## config.mk

```make
export PLATFORM = sky130hd
export DESIGN_NAME = nor_pp_wbuf
export DESIGN_NICKNAME = d
export VERILOG_FILES = /design/src/rtl/nor_pp_wbuf_pkg.sv /design/src/rtl/nor_pp_role_ctl.sv /design/src/rtl/nor_pp_word_store.sv /design/src/rtl/nor_pp_spi_seq.sv /design/src/rtl/nor_pp_wbuf.sv
export SDC_FILE = /design/constraint.sdc
export NUM_CORES = 1
export LEC_CHECK = 0
export ABC_CLOCK_PERIOD_IN_PS = 9900
export CAP_MARGIN = 0
export CELL_PAD_IN_SITES_DETAIL_PLACEMENT = 1
export CELL_PAD_IN_SITES_GLOBAL_PLACEMENT = 2
export CORE_ASPECT_RATIO = 0.5
export CORE_MARGIN = 4
export CORE_UTILIZATION = 35
export CTS_CLUSTER_SIZE = 8
export DETAILED_ROUTE_END_ITERATION = 7
export GPL_ROUTABILITY_DRIVEN = 0
export HOLD_SLACK_MARGIN = 0.12
export PLACE_DENSITY_LB_ADDON = 0.1
export SLEW_MARGIN = 0
export SYNTH_ARGS = -nofsm -noshare
export SYNTH_HDL_FRONTEND = slang
export SYNTH_SLANG_ARGS = --single-unit
```

## constraint.sdc

```tcl
create_clock -name clk -period 9.9 [get_ports clk]
set_input_delay 0.99 -clock clk [delete_from_list [all_inputs] [get_ports clk]]
set_output_delay 0.99 -clock clk [all_outputs]
set_load 0.01 [all_outputs]
```

## src/rtl/nor_pp_wbuf_pkg.sv

```systemverilog
package nor_pp_wbuf_pkg;
  typedef enum logic {
    FRAME_BYTE = 1'b0,
    FRAME_PAGE = 1'b1
  } frame_kind_e;

  typedef enum logic {
    ROLE_PREFETCH = 1'b0,
    ROLE_PROGRAM  = 1'b1
  } buf_role_e;
endpackage

```

## src/rtl/nor_pp_role_ctl.sv

```systemverilog
module nor_pp_role_ctl
  import nor_pp_wbuf_pkg::*;
#(
  parameter int SETTLE_CYC = 4
) (
  input  logic      clk,
  input  logic      rst_n,
  input  logic      set_en,
  input  logic      set_val,
  input  logic      hold,
  output buf_role_e role_q,
  output logic      flip
);
  localparam int CNT_W = (SETTLE_CYC > 1) ? $clog2(SETTLE_CYC) : 1;
  localparam logic [CNT_W-1:0] CNT_LAST = CNT_W'(SETTLE_CYC - 1);

  buf_role_e        req_q, req_d, role_d;
  logic [CNT_W-1:0] cnt_q, cnt_d;

  always_comb begin
    req_d  = set_en ? buf_role_e'(set_val) : req_q;
    role_d = role_q;
    cnt_d  = '0;
    flip   = 1'b0;
    if ((req_q != role_q) && !hold) begin
      if (cnt_q == CNT_LAST) begin
        role_d = req_q;
        flip   = 1'b1;
      end else begin
        cnt_d = cnt_q + 1'b1;
      end
    end
  end

  always_ff @(posedge clk or negedge rst_n) begin
    if (!rst_n) begin
      req_q  <= ROLE_PREFETCH;
      role_q <= ROLE_PREFETCH;
      cnt_q  <= '0;
    end else begin
      req_q  <= req_d;
      role_q <= role_d;
      cnt_q  <= cnt_d;
    end
  end
endmodule

```

## src/rtl/nor_pp_word_store.sv

```systemverilog
module nor_pp_word_store #(
  parameter int WORDS  = 32,
  parameter int WORD_W = 32,
  localparam int LANES  = WORD_W / 8,
  localparam int LANE_W = $clog2(LANES),
  localparam int BIDX_W = $clog2(WORDS * LANES)
) (
  input  logic              clk,
  input  logic              rst_n,
  input  logic              push,
  input  logic [WORD_W-1:0] push_data,
  input  logic              allow,
  input  logic              clear,
  output logic              full,
  input  logic [BIDX_W-1:0] rd_idx,
  output logic [7:0]        rd_byte
);
  localparam int PTR_W = $clog2(WORDS + 1);
  localparam logic [PTR_W-1:0] PTR_FULL = PTR_W'(WORDS);

  logic [PTR_W-1:0]             ptr_q, ptr_d;
  logic                         wr_en;
  logic [WORDS-1:0][WORD_W-1:0] words;
  logic [BIDX_W-LANE_W-1:0]     word_sel;
  logic [LANE_W-1:0]            lane_sel;
  logic [WORD_W-1:0]            sel_word;

  assign full  = (ptr_q == PTR_FULL);
  assign wr_en = push && allow && !full;

  always_comb begin
    ptr_d = ptr_q;
    if (clear) begin
      ptr_d = '0;
    end else if (wr_en) begin
      ptr_d = ptr_q + 1'b1;
    end
  end

  always_ff @(posedge clk or negedge rst_n) begin
    if (!rst_n) begin
      ptr_q <= '0;
    end else begin
      ptr_q <= ptr_d;
    end
  end

  for (genvar g = 0; g < WORDS; g++) begin : g_word
    logic [WORD_W-1:0] word_q;
    logic              word_en;
    assign word_en = wr_en && (ptr_q == PTR_W'(g));
    always_ff @(posedge clk) begin
      if (word_en) begin
        word_q <= push_data;
      end
    end
    assign words[g] = word_q;
  end

  assign word_sel = rd_idx[BIDX_W-1:LANE_W];
  assign lane_sel = rd_idx[LANE_W-1:0];
  assign sel_word = words[word_sel];
  assign rd_byte  = sel_word[8*lane_sel +: 8];
endmodule

```

## src/rtl/nor_pp_spi_seq.sv

```systemverilog
module nor_pp_spi_seq
  import nor_pp_wbuf_pkg::*;
#(
  parameter int          BUF_BYTES  = 128,
  parameter int          ADDR_BYTES = 3,
  parameter logic [7:0]  PROG_OP    = 8'h02,
  localparam int BIDX_W = $clog2(BUF_BYTES)
) (
  input  logic                    clk,
  input  logic                    rst_n,
  input  logic                    start,
  input  frame_kind_e             start_kind,
  input  logic [8*ADDR_BYTES-1:0] start_addr,
  input  logic [7:0]              start_byte,
  input  logic [7:0]              page_byte,
  output logic [BIDX_W-1:0]       page_idx,
  output logic                    busy,
  output logic                    page_done,
  output logic                    cs_n,
  output logic                    sck,
  output logic                    mosi
);
  localparam int HDR     = 1 + ADDR_BYTES;
  localparam int MAXBITS = 8 * (HDR + BUF_BYTES);
  localparam int BIT_W   = $clog2(MAXBITS);
  localparam int FB_W    = BIT_W - 3;
  localparam logic [BIT_W-1:0] LAST_PAGE = BIT_W'(MAXBITS - 1);
  localparam logic [BIT_W-1:0] LAST_ONE  = BIT_W'(8 * (HDR + 1) - 1);

  logic                    busy_q, busy_d;
  logic                    phase_q, phase_d;
  logic [BIT_W-1:0]        bit_q, bit_d;
  frame_kind_e             kind_q, kind_d;
  logic [8*ADDR_BYTES-1:0] addr_q, addr_d;
  logic [7:0]              byte_q, byte_d;
  logic [BIT_W-1:0]        last_bit;
  logic                    last;
  logic [FB_W-1:0]         fbyte;
  logic [7:0]              cur_byte;

  assign last_bit  = (kind_q == FRAME_PAGE) ? LAST_PAGE : LAST_ONE;
  assign last      = busy_q && phase_q && (bit_q == last_bit);
  assign page_done = last && (kind_q == FRAME_PAGE);
  assign fbyte     = bit_q[BIT_W-1:3];
  assign page_idx  = BIDX_W'(fbyte - FB_W'(HDR));

  always_comb begin
    if (fbyte == '0) begin
      cur_byte = PROG_OP;
    end else if (kind_q == FRAME_PAGE) begin
      cur_byte = page_byte;
    end else begin
      cur_byte = byte_q;
    end
    for (int k = 0; k < ADDR_BYTES; k++) begin
      if (fbyte == FB_W'(k + 1)) begin
        cur_byte = addr_q[8*(ADDR_BYTES-1-k) +: 8];
      end
    end
  end

  assign mosi = busy_q && cur_byte[~bit_q[2:0]];
  assign sck  = busy_q && phase_q;
  assign cs_n = !busy_q;
  assign busy = busy_q;

  always_comb begin
    busy_d  = busy_q;
    phase_d = phase_q;
    bit_d   = bit_q;
    kind_d  = kind_q;
    addr_d  = addr_q;
    byte_d  = byte_q;
    if (start && !busy_q) begin
      busy_d  = 1'b1;
      phase_d = 1'b0;
      bit_d   = '0;
      kind_d  = start_kind;
      addr_d  = start_addr;
      byte_d  = start_byte;
    end else if (busy_q) begin
      phase_d = !phase_q;
      if (phase_q) begin
        if (last) begin
          busy_d = 1'b0;
        end else begin
          bit_d = bit_q + 1'b1;
        end
      end
    end
  end

  always_ff @(posedge clk or negedge rst_n) begin
    if (!rst_n) begin
      busy_q  <= 1'b0;
      phase_q <= 1'b0;
      bit_q   <= '0;
      kind_q  <= FRAME_BYTE;
      addr_q  <= '0;
      byte_q  <= '0;
    end else begin
      busy_q  <= busy_d;
      phase_q <= phase_d;
      bit_q   <= bit_d;
      kind_q  <= kind_d;
      addr_q  <= addr_d;
      byte_q  <= byte_d;
    end
  end
endmodule

```

## src/rtl/nor_pp_wbuf.sv

```systemverilog
module nor_pp_wbuf
  import nor_pp_wbuf_pkg::*;
#(
  parameter int         BUF_BYTES  = 128,
  parameter int         WORD_W     = 32,
  parameter int         ADDR_BYTES = 3,
  parameter int         SETTLE_CYC = 4,
  parameter logic [7:0] PROG_OP    = 8'h02,
  parameter logic [7:0] CMD_PAGE   = 8'h10,
  parameter logic [7:0] CMD_BYTE   = 8'h90
) (
  input  logic                    clk,
  input  logic                    rst_n,
  input  logic                    role_set,
  input  logic                    role_val,
  output logic                    role_rd,
  input  logic                    push,
  input  logic [WORD_W-1:0]       push_data,
  input  logic                    cmd_valid,
  input  logic [7:0]              cmd_code,
  input  logic [8*ADDR_BYTES-1:0] cmd_addr,
  input  logic [7:0]              wr_byte,
  output logic                    page_err,
  output logic                    busy,
  output logic                    flash_cs_n,
  output logic                    flash_sck,
  output logic                    flash_mosi
);
  localparam int WORDS  = BUF_BYTES / (WORD_W / 8);
  localparam int BIDX_W = $clog2(BUF_BYTES);

  logic [1:0]        rst_sync_q;
  logic              rst_int_n;
  buf_role_e         role;
  logic              role_flip;
  logic              full;
  logic              start_page, start_byte, refuse, start;
  logic              page_done;
  logic              err_q, err_d;
  logic [BIDX_W-1:0] page_idx;
  logic [7:0]        page_byte;
  frame_kind_e       start_kind;

  always_ff @(posedge clk or negedge rst_n) begin
    if (!rst_n) begin
      rst_sync_q <= '0;
    end else begin
      rst_sync_q <= {rst_sync_q[0], 1'b1};
    end
  end
  assign rst_int_n = rst_sync_q[1];

  assign start_page = cmd_valid && !busy && (cmd_code == CMD_PAGE)
                      && (role == ROLE_PROGRAM) && full;
  assign refuse     = cmd_valid && !busy && (cmd_code == CMD_PAGE)
                      && !((role == ROLE_PROGRAM) && full);
  assign start_byte = cmd_valid && !busy && (cmd_code == CMD_BYTE);
  assign start      = start_page || start_byte;
  assign start_kind = start_page ? FRAME_PAGE : FRAME_BYTE;

  assign err_d = err_q || refuse;
  always_ff @(posedge clk or negedge rst_int_n) begin
    if (!rst_int_n) begin
      err_q <= 1'b0;
    end else begin
      err_q <= err_d;
    end
  end
  assign page_err = err_q;

  nor_pp_role_ctl #(
    .SETTLE_CYC (SETTLE_CYC)
  ) i_role (
    .clk     (clk),
    .rst_n   (rst_int_n),
    .set_en  (role_set),
    .set_val (role_val),
    .hold    (busy || start),
    .role_q  (role),
    .flip    (role_flip)
  );
  assign role_rd = (role == ROLE_PROGRAM);

  nor_pp_word_store #(
    .WORDS  (WORDS),
    .WORD_W (WORD_W)
  ) i_store (
    .clk       (clk),
    .rst_n     (rst_int_n),
    .push      (push),
    .push_data (push_data),
    .allow     (role == ROLE_PROGRAM),
    .clear     (role_flip || page_done),
    .full      (full),
    .rd_idx    (page_idx),
    .rd_byte   (page_byte)
  );

  nor_pp_spi_seq #(
    .BUF_BYTES  (BUF_BYTES),
    .ADDR_BYTES (ADDR_BYTES),
    .PROG_OP    (PROG_OP)
  ) i_seq (
    .clk        (clk),
    .rst_n      (rst_int_n),
    .start      (start),
    .start_kind (start_kind),
    .start_addr (cmd_addr),
    .start_byte (wr_byte),
    .page_byte  (page_byte),
    .page_idx   (page_idx),
    .busy       (busy),
    .page_done  (page_done),
    .cs_n       (flash_cs_n),
    .sck        (flash_sck),
    .mosi       (flash_mosi)
  );
endmodule

```

==> impl_metrics.json <==
{
  "status": "complete, no violations",
  "r2r_start": "i_store.ptr_q[0]$_DFFE_PN0P_",
  "clk_latency_ns": 0.76,
  "yosysWarningCount": 0,
  "final_common_cell": "edfxtp_1",
  "synthCells": 1941,
  "vias": 21000,
  "synth_async_sr_flop_share_pct": 5.45,
  "postCtsHoldBufs": 0,
  "dpl_cell_area_um2": 45500,
  "initial_core_util_pct": 35.2,
  "r2r_slack_ns": 5.85,
  "critical_path_cell_count": 11,
  "synth_nets": 2028,
  "rsz0062_at_grt": "no",
  "synth_ff_type": "edfxtp_1",
  "p_leak_nw": 15.8,
  "max-vdd-ir-drop_mv": 0.192,
  "clock_sinks": 1083,
  "finish.utilization_pct": 41.3,
  "relSlewSlack_pct": 15.3,
  "ys_seq_area_share_pct": 75.9,
  "synthDominantCellAreaShare_pct": 72.4,
  "place_ws_ns": 3.46,
  "track_usage_pct": 20.7,
  "max_cap_violations": 0,
  "skew_ns": 0.0233,
  "routed_via_density": 5.55,
  "critPathCaptureType": "primary output",
  "root_buffer": "clkbuf_16",
  "path_clk_slew_ns": 0.05,
  "worstRegToRegCells": 8,
  "r2r_end": "i_store.g_word[10].word_q[23]$_DFFE_PP_",
  "first_global_vias": 22200,
  "syn_to_final_growth_pct": 17.2,
  "ctsResizeCount": 0,
  "grt_max_degree": 83,
  "layout.nets": 2223,
  "hold_violations": 0,
  "drt_wl_total_um": 131000,
  "critical_path.cell_chain": "inv_1 -> ha_1 -> xor2_4 -> buf_12 -> mux2i_1 -> o221ai_1 -> a41oi_1 -> or4b_1 -> a221oi_2 -> o221a_1 -> clkdlybuf4s50_1",
  "design_area_um2": 49800,
  "die_x_um": 501,
  "crit_path_start": "i_seq.bit_q[5]$_DFFE_PN0P_",
  "cpLargestDelayFamily": "buffers and inverters",
  "dr.pass1.iters": 5,
  "wl_per_cell_um": 34.6,
  "startpoint_type": "flop",
  "io_buffers": 83,
  "yosysTopAreaCell": "edfxtp_1",
  "fillCellCount": 11200,
  "hp-class": "reg2reg",
  "htreeDepth": 4,
  "layout-drive-gt1-share_pct": 28.3,
  "antenna_found_initial": 4,
  "overflow": 0,
  "drtAntennaViolNets": 0,
  "arrival_ns": 6.20,
  "drtIter0Drc": 2296,
  "total_power_mw": 14.2,
  "cp.buffers_inverters": 3,
  "synth_edf_count": 1024,
  "max_freq_mhz": 139,
  "layout.cells.non_filler": 3781,
  "crit_required_ns": 8.91,
  "ys_seq_elements": 1083,
  "syn_avg_cell_area_um2": 21.9,
  "min_period_ns": 7.19,
  "synth_area_leaders": "edfxtp_1, mux4_2, dfrtp_1",
  "dp_cells": 3591,
  "place.detailed.hpwl_um": 71900,
  "most-common-layout-cells": "edfxtp_1, mux4_2, clkbuf_16, clkdlybuf4s50_1, nand2_1",
  "critPathCapture": "flash_mosi",
  "yosysUniqueCellTypes": 74,
  "critPathMaxFanout": 63,
  "cts_buffer_depth": 3,
  "syn_area_um2": 42500,
  "max_stage_delay_ns": 0.68,
  "setup_violations": 0,
  "cts-buffers-inserted": 153,
  "std_cell_rows": 90,
  "cts_setup_buffers": 0,
  "ios": 84,
  "core_region_area_um2": 120000,
  "setup_slack_ns": 2.71,
  "dieArea_um2": 127000,
  "slew_viol_final": 0,
  "grt_pass1_wl_um": 181000,
  "fp.dieH_um": 254,
  "cp_slowest_cell": "xor2_4",
  "path_class": "reg2out",
  "cts_tree": "yes",
  "tightest_slew_ns": 1.27,
  "hold_slack_ns": 0.352,
  "fin_crit_sh_pct": 72.6,
  "drc": 0,
  "fin_setup_tns_ns": 0,
  "p_per_area_nw_per_um2": 286
}
cell type report:
| type | count | area, µm² | area share (%) |
|---|---|---|---|
| diodes | 2 | 5.00 | 0.0101 |
| clock buffers | 174 | 3950 | 7.94 |
| clock inverters | 14 | 322 | 0.646 |
| inverters | 8 | 30.0 | 0.0603 |
| multi-input cells | 744 | 9850 | 19.8 |
| flip-flops and latches | 1083 | 32200 | 64.8 |
| well taps | 1610 | 2010 | 4.05 |
| repair buffers | 146 | 1370 | 2.75 |
worst min-delay path by stage:
stage	start	endpoint	depth (start not counted)	slack, ns
2_1_floorplan	rst_sync_q[0]$_DFF_PN0_	rst_sync_q[1]$_DFF_PN0_	0	0.33
4_1_cts	rst_n	rst_sync_q[0]$_DFF_PN0_	1	0.33
6_report	rst_sync_q[0]$_DFF_PN0_	rst_sync_q[1]$_DFF_PN0_	0	0.35
5_1_grt	rst_n	rst_sync_q[0]$_DFF_PN0_	1	0.35
3_3_place_gp	rst_sync_q[0]$_DFF_PN0_	rst_sync_q[1]$_DFF_PN0_	0	0.34
3_5_place_dp	rst_sync_q[0]$_DFF_PN0_	rst_sync_q[1]$_DFF_PN0_	0	0.34
state kept, by name, summed over array words and instances (netlist names):
| signal | cells |
|---|---|
| i_store.g_word.word_q | 1024 |
| i_seq.addr_q | 24 |
| i_seq.bit_q | 11 |
| i_seq.byte_q | 8 |
| i_store.ptr_q | 6 |
| i_role.cnt_q | 2 |
| rst_sync_q | 2 |
| i_role.req_q | 1 |
| i_role.role_q | 1 |
| i_seq.busy | 1 |
| i_seq.kind_q | 1 |
| i_seq.phase_q | 1 |
| page_err | 1 |
per-layer routing:
metal / vias up / global-route usage (%) / wire, µm
li1: 8509 / - / -
met4: 2 / 4.78 / 2290
met5: - / 0 / 12
met3: 171 / 4.65 / 7330
met2: 543 / 31.1 / 58700
met1: 11800 / 31.0 / 62400
kinds of logic after synthesis:
family / synth area share (%)
AO/OA/AOI/OAI: 2.14
XOR/XNOR: 0.489
adder cells (fa/ha/maj): 0.265
buffers and inverters: 1.62
flip-flops: 75.9
multiplexers: 17.3
other: 0.00883
AND/OR/NAND/NOR: 2.32
where the power goes:
group          leakage (nW)  internal [mW]  switching [mW]  total, mW
Combinational          3.78           1.80            2.36       4.16
Sequential             9.97           5.16           0.122       5.28
Clock                  2.07           2.84            1.97       4.80
Total                  15.8           9.79            4.45       14.2
cells in the mapped netlist, types with 3 or more instances:
| cell type | number |
|---|---|
| dfrtp_1 | 59 |
| nor3_1 | 6 |
| a221oi_1 | 6 |
| nand2_1 | 64 |
| mux4_2 | 287 |
| o21ai_0 | 16 |
| buf_6 | 15 |
| a41oi_1 | 3 |
| a21oi_1 | 24 |
| a31oi_1 | 15 |
| and2_1 | 3 |
| clkbuf_1 | 34 |
| xnor2_1 | 10 |
| ha_1 | 9 |
| nand4_1 | 8 |
| buf_2 | 24 |
| nor4_1 | 4 |
| a211oi_1 | 5 |
| a2111oi_0 | 5 |
| a32oi_1 | 3 |
| mux2i_1 | 36 |
| o221ai_1 | 17 |
| inv_1 | 7 |
| buf_4 | 24 |
| nor2b_1 | 7 |
| nor2_1 | 89 |
| edfxtp_1 | 1024 |
| buf_1 | 7 |
| nand3_1 | 15 |
| o22ai_1 | 7 |
| nor3b_1 | 3 |
| xor2_1 | 10 |
| mux2_2 | 43 |
| a22oi_1 | 4 |
worst reg2reg max path, cell delays in order, from the launching register on:
cell and delay [ns]:
dfrtp_1 0.45, inv_1 0.09, ha_1 0.22, nand3_1 0.10, nor2_1 0.10, nor2_1 0.45, nand2_1 0.59, nor2_4 1.03
buf_4 0.58
Power figures use the tool's default switching activity.
